File: config.mk
export PLATFORM = sky130hd
export DESIGN_NAME = sf_sync_tracker
export DESIGN_NICKNAME = d
export VERILOG_FILES = /design/src/rtl/sfs_pkg.sv /design/src/rtl/sfs_mark_decode.sv /design/src/rtl/sfs_space_counter.sv /design/src/rtl/sfs_fsm.sv /design/src/rtl/sf_sync_tracker.sv
export SDC_FILE = /design/constraint.sdc
export NUM_CORES = 1
export LEC_CHECK = 0
export ABC_CLOCK_PERIOD_IN_PS = 3330
export BUFFER_PORTS_ARGS = -buffer_cell sky130_fd_sc_hd__buf_2
export CAP_MARGIN = 5
export CORE_MARGIN = 5
export CORE_UTILIZATION = 54
export DETAILED_ROUTE_END_ITERATION = 7
export HOLD_SLACK_MARGIN = 0.15
export PLACE_DENSITY_LB_ADDON = 0.05
export SLEW_MARGIN = 40
export SYNTH_ARGS = -nofsm -noshare
export SYNTH_HDL_FRONTEND = slang
export SYNTH_HIERARCHICAL = 1
export SYNTH_SLANG_ARGS = --single-unit
File: constraint.sdc
create_clock -name clk -period 3.33 [get_ports clk]
set_input_delay 0.333 -clock clk [delete_from_list [all_inputs] [get_ports clk]]
set_output_delay 0.333 -clock clk [all_outputs]
set_load 0.02 [all_outputs]
File: src/rtl/sfs_pkg.sv
package sfs_pkg;
    localparam int WORD_W = 12;

    typedef enum logic [1:0] {
        ST_HUNT    = 2'd0,
        ST_ACQUIRE = 2'd1,
        ST_LOCKED  = 2'd2
    } sfs_state_e;

    function automatic logic [WORD_W-1:0] mark_value(input logic [1:0] code);
        unique case (code)
            2'd0:    mark_value = 12'o1107;
            2'd1:    mark_value = 12'o2670;
            2'd2:    mark_value = 12'o5107;
            default: mark_value = 12'o6670;
        endcase
    endfunction
endpackage

File: src/rtl/sfs_mark_decode.sv
module sfs_mark_decode
    import sfs_pkg::*;
(
    input  logic [WORD_W-1:0] word,
    output logic              is_mark,
    output logic [1:0]        code
);
    localparam int N_MARKS = 4;
    logic [N_MARKS-1:0] hit;

    for (genvar g = 0; g < N_MARKS; g++) begin : g_cmp
        assign hit[g] = (word == mark_value(2'(g)));
    end

    assign is_mark = |hit;

    always_comb begin
        code = 2'd0;
        for (int i = 0; i < N_MARKS; i++) begin
            if (hit[i]) code = 2'(i);
        end
    end
endmodule

File: src/rtl/sfs_space_counter.sv
module sfs_space_counter #(
    parameter int SF_LEN = 64
) (
    input  logic clk,
    input  logic rst_n,
    input  logic clr,
    input  logic vld,
    output logic at_pos
);
    localparam int CW   = $clog2(SF_LEN);
    localparam int LAST = SF_LEN - 1;

    logic [CW-1:0] wcnt;

    always_ff @(posedge clk or negedge rst_n) begin
        if (!rst_n) begin
            wcnt <= '0;
        end else if (clr) begin
            wcnt <= '0;
        end else if (vld && (wcnt != CW'(LAST))) begin
            wcnt <= wcnt + 1'b1;
        end
    end

    assign at_pos = vld && (wcnt == CW'(LAST));
endmodule

File: src/rtl/sfs_fsm.sv
module sfs_fsm
    import sfs_pkg::*;
(
    input  logic              clk,
    input  logic              rst_n,
    input  logic              soft_rst,
    input  logic              swsync_mode,
    input  logic              passthru_mode,
    input  logic              word_vld,
    input  logic [WORD_W-1:0] word_in,
    input  logic              is_mark,
    input  logic [1:0]        code,
    input  logic              at_pos,
    output logic              cnt_clr,
    output logic              in_sync,
    output logic [1:0]        sf_idx,
    output logic              fwd_strobe,
    output logic [WORD_W-1:0] fwd_word
);
    sfs_state_e state, nxt_state;
    logic [1:0] exp_q, nxt_exp;
    logic [2:0] seen_q, nxt_seen;
    logic [1:0] nxt_idx;
    logic       take;
    logic       cand;
    logic       match;
    logic [2:0] need;

    assign cand  = is_mark && (swsync_mode || code == 2'd0);
    assign match = is_mark && (code == exp_q);
    assign need  = swsync_mode ? 3'd2 : 3'd4;

    always_comb begin
        nxt_state = state;
        nxt_exp   = exp_q;
        nxt_seen  = seen_q;
        nxt_idx   = sf_idx;
        take      = 1'b0;
        cnt_clr   = 1'b0;
        if (soft_rst) begin
            nxt_state = ST_HUNT;
            nxt_exp   = 2'd0;
            nxt_seen  = 3'd0;
            nxt_idx   = 2'd0;
            cnt_clr   = 1'b1;
        end else if (passthru_mode) begin
            nxt_state = ST_HUNT;
            nxt_seen  = 3'd0;
            cnt_clr   = 1'b1;
            take      = word_vld;
        end else if (word_vld) begin
            unique case (state)
                ST_HUNT: begin
                    if (cand) begin
                        nxt_state = ST_ACQUIRE;
                        nxt_exp   = code + 2'd1;
                        nxt_seen  = 3'd1;
                        cnt_clr   = 1'b1;
                    end
                end
                ST_ACQUIRE: begin
                    if (at_pos && match) begin
                        nxt_exp = exp_q + 2'd1;
                        cnt_clr = 1'b1;
                        if (seen_q >= need) begin
                            nxt_state = ST_LOCKED;
                            nxt_idx   = exp_q;
                            take      = 1'b1;
                        end else begin
                            nxt_seen = seen_q + 3'd1;
                        end
                    end else if (at_pos || is_mark) begin
                        cnt_clr   = 1'b1;
                        nxt_state = cand ? ST_ACQUIRE : ST_HUNT;
                        nxt_exp   = code + 2'd1;
                        nxt_seen  = cand ? 3'd1 : 3'd0;
                    end
                end
                ST_LOCKED: begin
                    take = 1'b1;
                    if (at_pos) begin
                        cnt_clr = 1'b1;
                        if (match) begin
                            nxt_idx = exp_q;
                            nxt_exp = exp_q + 2'd1;
                        end else begin
                            take      = 1'b0;
                            nxt_state = cand ? ST_ACQUIRE : ST_HUNT;
                            nxt_exp   = code + 2'd1;
                            nxt_seen  = cand ? 3'd1 : 3'd0;
                        end
                    end
                end
                default: nxt_state = ST_HUNT;
            endcase
        end
    end

    always_ff @(posedge clk or negedge rst_n) begin
        if (!rst_n) begin
            state  <= ST_HUNT;
            exp_q  <= 2'd0;
            seen_q <= 3'd0;
        end else begin
            state  <= nxt_state;
            exp_q  <= nxt_exp;
            seen_q <= nxt_seen;
        end
    end

    always_ff @(posedge clk or negedge rst_n) begin
        if (!rst_n) begin
            in_sync    <= 1'b0;
            sf_idx     <= 2'd0;
            fwd_strobe <= 1'b0;
            fwd_word   <= '0;
        end else begin
            in_sync    <= (nxt_state == ST_LOCKED);
            sf_idx     <= nxt_idx;
            fwd_strobe <= take;
            if (take) fwd_word <= word_in;
        end
    end
endmodule

File: src/rtl/sf_sync_tracker.sv
module sf_sync_tracker #(
    parameter int SF_LEN = 64
) (
    input  logic        clk,
    input  logic        rst_n,
    input  logic        soft_rst,
    input  logic        swsync_mode,
    input  logic        passthru_mode,
    input  logic        word_vld,
    input  logic [11:0] word_in,
    output logic        in_sync,
    output logic [1:0]  sf_idx,
    output logic        fwd_strobe,
    output logic [11:0] fwd_word
);
    logic       is_mark;
    logic [1:0] code;
    logic       at_pos;
    logic       cnt_clr;

    sfs_mark_decode u_dec (
        .word    (word_in),
        .is_mark (is_mark),
        .code    (code)
    );

    sfs_space_counter #(.SF_LEN(SF_LEN)) u_cnt (
        .clk    (clk),
        .rst_n  (rst_n),
        .clr    (cnt_clr),
        .vld    (word_vld),
        .at_pos (at_pos)
    );

    sfs_fsm u_fsm (
        .clk           (clk),
        .rst_n         (rst_n),
        .soft_rst      (soft_rst),
        .swsync_mode   (swsync_mode),
        .passthru_mode (passthru_mode),
        .word_vld      (word_vld),
        .word_in       (word_in),
        .is_mark       (is_mark),
        .code          (code),
        .at_pos        (at_pos),
        .cnt_clr       (cnt_clr),
        .in_sync       (in_sync),
        .sf_idx        (sf_idx),
        .fwd_strobe    (fwd_strobe),
        .fwd_word      (fwd_word)
    );
endmodule

---- Word-level counts from Yosys, hierarchy flattened ----
Index checks and enable logic that the tools add are counted.
storage, ports and cells
  flip-flop bits (word level) ............. 29
  logic and storage cells ................. 115
cells by class
  add/subtract/negate cells ............... 4
  order comparisons ....................... 1
  equality and inequality tests ........... 22
  muxes and demuxes ....................... 61
  reductions and logical operators ........ 19
operators with widths
  operator              count
  $mux 2                26
  $mux 3                10
  $eq 12x12->1 const B  2
  $mux 1                17
  $ne 3x2->1 const B    5
  $reduce_and 7->1      2
  $eq 12x10->1 const B  1
  $eq 12x11->1 const B  1
  $mux 6                2
  $pmux 2 s3            2
  $pmux 3 s3            1
  $ne 4x3->1 const B    2
  $add 6x1->6 const B   1
  $eq 6x6->1 const B    1
  $ne 6x6->1 const B    1
  $reduce_and 6->1      1
  $reduce_bool 3->1     2
  $logic_and 1x1->1     5
  $ne 5x3->1 const B    1
  $ne 5x5->1 const B    1
  $reduce_bool 5->1     1
  $add 2x1->2 const B   2
  $eq 2x2->1 const B    2
  $logic_not 2->1       2
  other kinds (14)      16

---- Depth between registers and ports, before layout ----
  depth after elaboration ................. 15
  gate-level depth with buffers ........... 14

---- By module ----
Netlist, hierarchy kept.
modules (own cells, without submodules)
  module             times used  cells each  area an instance (µm²)  seq. area each (µm²)
  sfs_fsm            1           156         1539.0                  575.6
  sfs_space_counter  1           42          374.1                   150.1
  sfs_mark_decode    1           10          110.1                   0.0

---- Worst setup path before layout ----
Ideal clock, no wire load.
  kind .................................... in2reg
  from .................................... input word_in[6]
  to ...................................... register u_fsm.fwd_word[0]
  arrival time ............................ 2.820 ns
  required time ........................... 3.203 ns
  setup slack ............................. 0.383 ns
  stages on the path ...................... 9
  path buffers ............................ 1
  cells stage by stage .................... nand4bb_4 nor4_4 o21a_1 xnor2_2 nand3_2 a221o_1 a211oi_4 buf_6 mux2_1
on the way
  longest elaborated chain between the ends .. 12
  elaborated cells between the ends (all ways) .. 18
  classes of those cells .................. 5 x eq/ne; 10 x mux; 3 x reduce/logical
ends and longest elaborated chain
  element                                      line                          text
  from (decl)                                  sf_sync_tracker.sv:10         input logic [11:0] word_in,
  $eq 12x11->1                                 sfs_mark_decode.sv:12         assign hit[g] = (word == mark_value(2'(g)));
  $mux 1                                       sfs_mark_decode.sv:20         if (hit[i]) code = 2'(i);
  $mux 2                                       sfs_mark_decode.sv:20
  $mux 2 (*)                                   sfs_mark_decode.sv:20
  net code[0]                                  sf_sync_tracker.sv:17         logic [1:0] code;
  $eq 2x2->1 (*)                               sfs_fsm.sv:30                 assign match = is_mark && (code == exp_q);
  $logic_and 1x1->1 (*)                        sfs_fsm.sv:30
  $mux 1 or $logic_and 1x1->1 (tied branches)  sfs_fsm.sv:83, sfs_fsm.sv:62
  $mux 1 (on tied branches)                    sfs_fsm.sv:81, sfs_fsm.sv:62
  $pmux 1 s2 (*)                               sfs_fsm.sv:52                 unique case (state)
  $mux 1 (*)                                   sfs_fsm.sv:51                 end else if (word_vld) begin
  $mux 1 (*)                                   sfs_fsm.sv:46                 end else if (passthru_mode) begin
  $mux 1 (*)                                   sfs_fsm.sv:40                 if (soft_rst) begin
  net u_fsm.take                               sfs_fsm.sv:24                 logic take;
  to (signal assigned)                         sfs_fsm.sv:121                if (take) fwd_word <= word_in;
  to (decl)                                    sfs_fsm.sv:18                 output logic [WORD_W-1:0] fwd_word
Mark *: on every way through the listed nets, which the timed path passes. The rest lies on a longest branch.
A chain may end at the register's enable or synchronous reset.

---- Worst setup path in the final report ----
  from .................................... register u_cnt.wcnt[0]
  to ...................................... register u_fsm.seen_q[1]
on the way
  longest elaborated chain between the ends .. 8
  elaborated cells between the ends (all ways) .. 13
  classes of those cells .................. 4 x eq/ne; 5 x mux; 4 x reduce/logical
ends and longest elaborated chain
  element                 line                     text
  from (decl)             sfs_space_counter.sv:13  logic [CW-1:0] wcnt;
  from (signal assigned)  sfs_space_counter.sv:21  wcnt <= wcnt + 1'b1;
  $eq 6x6->1 (*)          sfs_space_counter.sv:25  assign at_pos = vld && (wcnt == CW'(LAST));
  $logic_and 1x1->1 (*)   sfs_space_counter.sv:25
  net at_pos              sf_sync_tracker.sv:18    logic at_pos;
  $logic_and 1x1->1       sfs_fsm.sv:62            if (at_pos && match) begin
  $mux 3                  sfs_fsm.sv:62
  $pmux 3 s3              sfs_fsm.sv:52
  $mux 3                  sfs_fsm.sv:51
  $mux 3                  sfs_fsm.sv:46
  $mux 3                  sfs_fsm.sv:40
  to (signal assigned)    sfs_fsm.sv:107           seen_q <= nxt_seen;
  to (decl)               sfs_fsm.sv:22            logic [2:0] seen_q, nxt_seen;
Mark *: on every way through the listed nets, which the timed path passes. The rest lies on a longest branch. The select of a mux whose other input is x is not followed.

==> metrics.cfg <==
[status]
status=finished clean

[detailed_routing]
wl_met3_um=268
drc=0
dr.first_iter.drc_count=59
wl_per_cell_um=16.1
route.vias.total=1750
via_per_inst=5.93
route.met2.wl_um=2420
wl_um=4750
antenna_left=0
firstDrtPassIters=4
highest_layer=met4
wl_met1_um=1990

[clock_network]
postCtsSetupBuffers=0
clk_pin_slew_ps=60
cts_root_buf=clkbuf_8
clock_sinks=29
cts_tree=done
htreeDepth=2
cts_max_path_buffers=2
clk_latency_ps=280
cts_inserted_buffers=5

[worst_setup_path]
cp.depth=9
rrSetupSlack_ps=670
required_ps=3530
cp_top_family=simple AND/OR/NAND/NOR gates
start_kind=register
worst_path_max_delay_cell=or4_1
cp.arrival_ps=2860
cp_max_fo=12
path_buf_inv=1
critPathMaxStageDelay_ps=540
ff2ff_path_depth=9
cp-end-kind=register
critPathKind=register to register
path_cells=ha_1 -> nand3_1 -> nor2_1 -> buf_4 -> nor2b_1 -> o21ai_0 -> nand4b_1 -> or4_1 -> a21oi_1
r2r-end=u_fsm/seen_q[1]
worstReg2RegStart=u_cnt/wcnt[0]

[logic_synthesis]
synth_cells=208
synth-seq-cells=29
syn-num-nets=235
yosysSeqAreaShare_pct=35.9
ys_async_sr_fraction_pct=100
avgSynthCellArea_um2=9.73
yosysWarnings=6
syn_area_um2=2020
synth_ff_type=dfrtp_1
synth_cell_types=59
synth_edf_count=0

[die]
dieArea_um2=5070
fp.dieW_um=71.2
core_um2=3630
die-height_um=71.2
row_count=22
io_pins=34
initial_utilization_pct=55.7

[sta]
relSlewSlack_pct=56.7
fin_skew_ps=6.89
rsz0062_at_grt=no
hold_viol_final=0
setup_tns_ps=0
drv_slew=0
fmax_mhz=377
fin_crit_ps=2660
fin_crit_sh_pct=79.8
setup_viol=0
tightest_slew_ps=650

[min_path]
hold_path_end=u_fsm/fwd_word[0]
hold_depth=2
hp-class=input pin to register
hold_start=word_in[0]

[layout]
fin_util_pct=65.1
final_area_um2=2370
nNetsFinal=273
diodes=0
syn_to_final_growth_pct=16.9
drive_gt1_share_pct=23.1

[placement]
portBuffers=33
place_hpwl_um=3700
place_congestion=0.889
dpl-instance-area_um2=2240

[power]
p_int_mw=0.691
power.share.combinational_pct=16.9
p_per_area_nw_per_um2=395
clockPowerShare_pct=39.9
ir_drop_mv=0.341
sequentialPowerShare_pct=43.2
switching_power_mw=0.244
switching_share_pct=26.1
cellLeakagePower_nw=1.01

[global_route]
grt_pass1_vias=1764
grt-ovfl-total=0
grt_max_degree=30
globalRouteTotalUtil_pct=19.6
grt_first_pass_wirelength_um=8020
antenna_found_initial=0

[flow_run]
cap_viol_max_count=0

==> per-layer routing <==
| metal | GRT usage [%] | up-vias |
|---|---|---|
| met3 | 5.61 | 9 |
| met5 | 0 | - |
| li1 | - | 849 |
| met2 | 33.2 | 51 |
| met1 | 24.1 | 841 |
| met4 | 6.26 | 0 |
==> area by class of cell <==
type                    count  area [µm²]
clock inverters             1        30.0
repair buffers             38         218
well taps                  48        60.1
inverters                  16        60.1
clock buffers               7        86.3
multi-input cells         156        1190
flip-flops and latches     29         726
fillers                   318        1270
==> metrics by stage <==
step	std cells	power (mW)	setup slack [ps]	hold slack, ps
2_1_floorplan	208	0.505	383	37.4
3_3_place_gp	286	0.562	463	374
3_5_place_dp	286	0.569	383	397
4_1_cts	295	0.946	679	284
5_1_grt	295	0.979	501	283
6_report	295	0.935	674	293
==> layout by cell type (no fill, tap or decap), types with 4 or more instances in the layout <==
cell type and instances:
mux2_2 5, buf_2 33, dfrtp_1 29, inv_1 16
nor2_1 14, nand3_1 7, mux2_1 9, a211oi_1 4
nand2_1 18, a31oi_1 6, nor3_1 4, o21ai_0 9
a21oi_1 10, clkbuf_8 6, ha_1 9, nor2b_1 4
==> logic make-up after synthesis <==
logic type               after synthesis  share of synthesized area, %
buffers and inverters                 23                          5.50
multiplexers                          17                          9.28
adder cells (fa/ha/maj)                9                          5.57
AND/OR/NAND/NOR                       72                          21.5
AO/OA/AOI/OAI                         53                          18.9
flip-flops                            29                          35.9
XOR/XNOR                               5                          3.46
==> timing repair <==
action	CTS	global route
hold buffers	1	0
endpoints found under the hold margin	29	0
resized for setup	0	0
==> worst max path at each step <==
stage                         to  slack (ps)           from
2_1_floorplan  u_fsm/fwd_word[0]         380     word_in[6]
3_3_place_gp   u_fsm/fwd_word[5]         460     word_in[6]
3_5_place_dp   u_fsm/fwd_word[1]         380     word_in[0]
4_1_cts        u_fsm/fwd_word[1]         680     word_in[0]
5_1_grt          u_fsm/seen_q[1]         500  u_cnt/wcnt[0]
6_report         u_fsm/seen_q[1]         670  u_cnt/wcnt[0]
==> state kept, by name, indices dropped and copies added (netlist names) <==
register	cells
u_fsm/seen_q	3
u_fsm/exp_q	2
u_fsm/state	2
u_fsm/in_sync	1
u_fsm/fwd_strobe	1
u_fsm/fwd_word	12
u_cnt/wcnt	6
u_fsm/sf_idx	2
==> synthesized netlist by cell type, types with 4 or more instances <==
cell / number / area, µm²
a31oi_1: 6 / 37.5
nand2_1: 18 / 67.6
dfrtp_1: 29 / 726
o21ai_0: 9 / 45.0
nor3_1: 4 / 20.0
a211oi_1: 4 / 30.0
mux2_2: 5 / 56.3
nor2b_1: 4 / 25.0
a21oi_1: 10 / 50.1
nand3_1: 7 / 35.0
mux2_1: 9 / 101
ha_1: 9 / 113
inv_1: 16 / 60.1
nor2_1: 14 / 52.6
==> power groups by stage <==
stage	combinational [mW]	clock (mW)	sequential, mW
final	0.158	0.373	0.404
after global routing	0.170	0.400	0.409
after global placement	0.155	0	0.408
after floorplan	0.0638	0	0.441
after CTS	0.160	0.381	0.405
after detailed placement	0.158	0	0.411
Note: power is estimated with default switching activity, not from simulation.
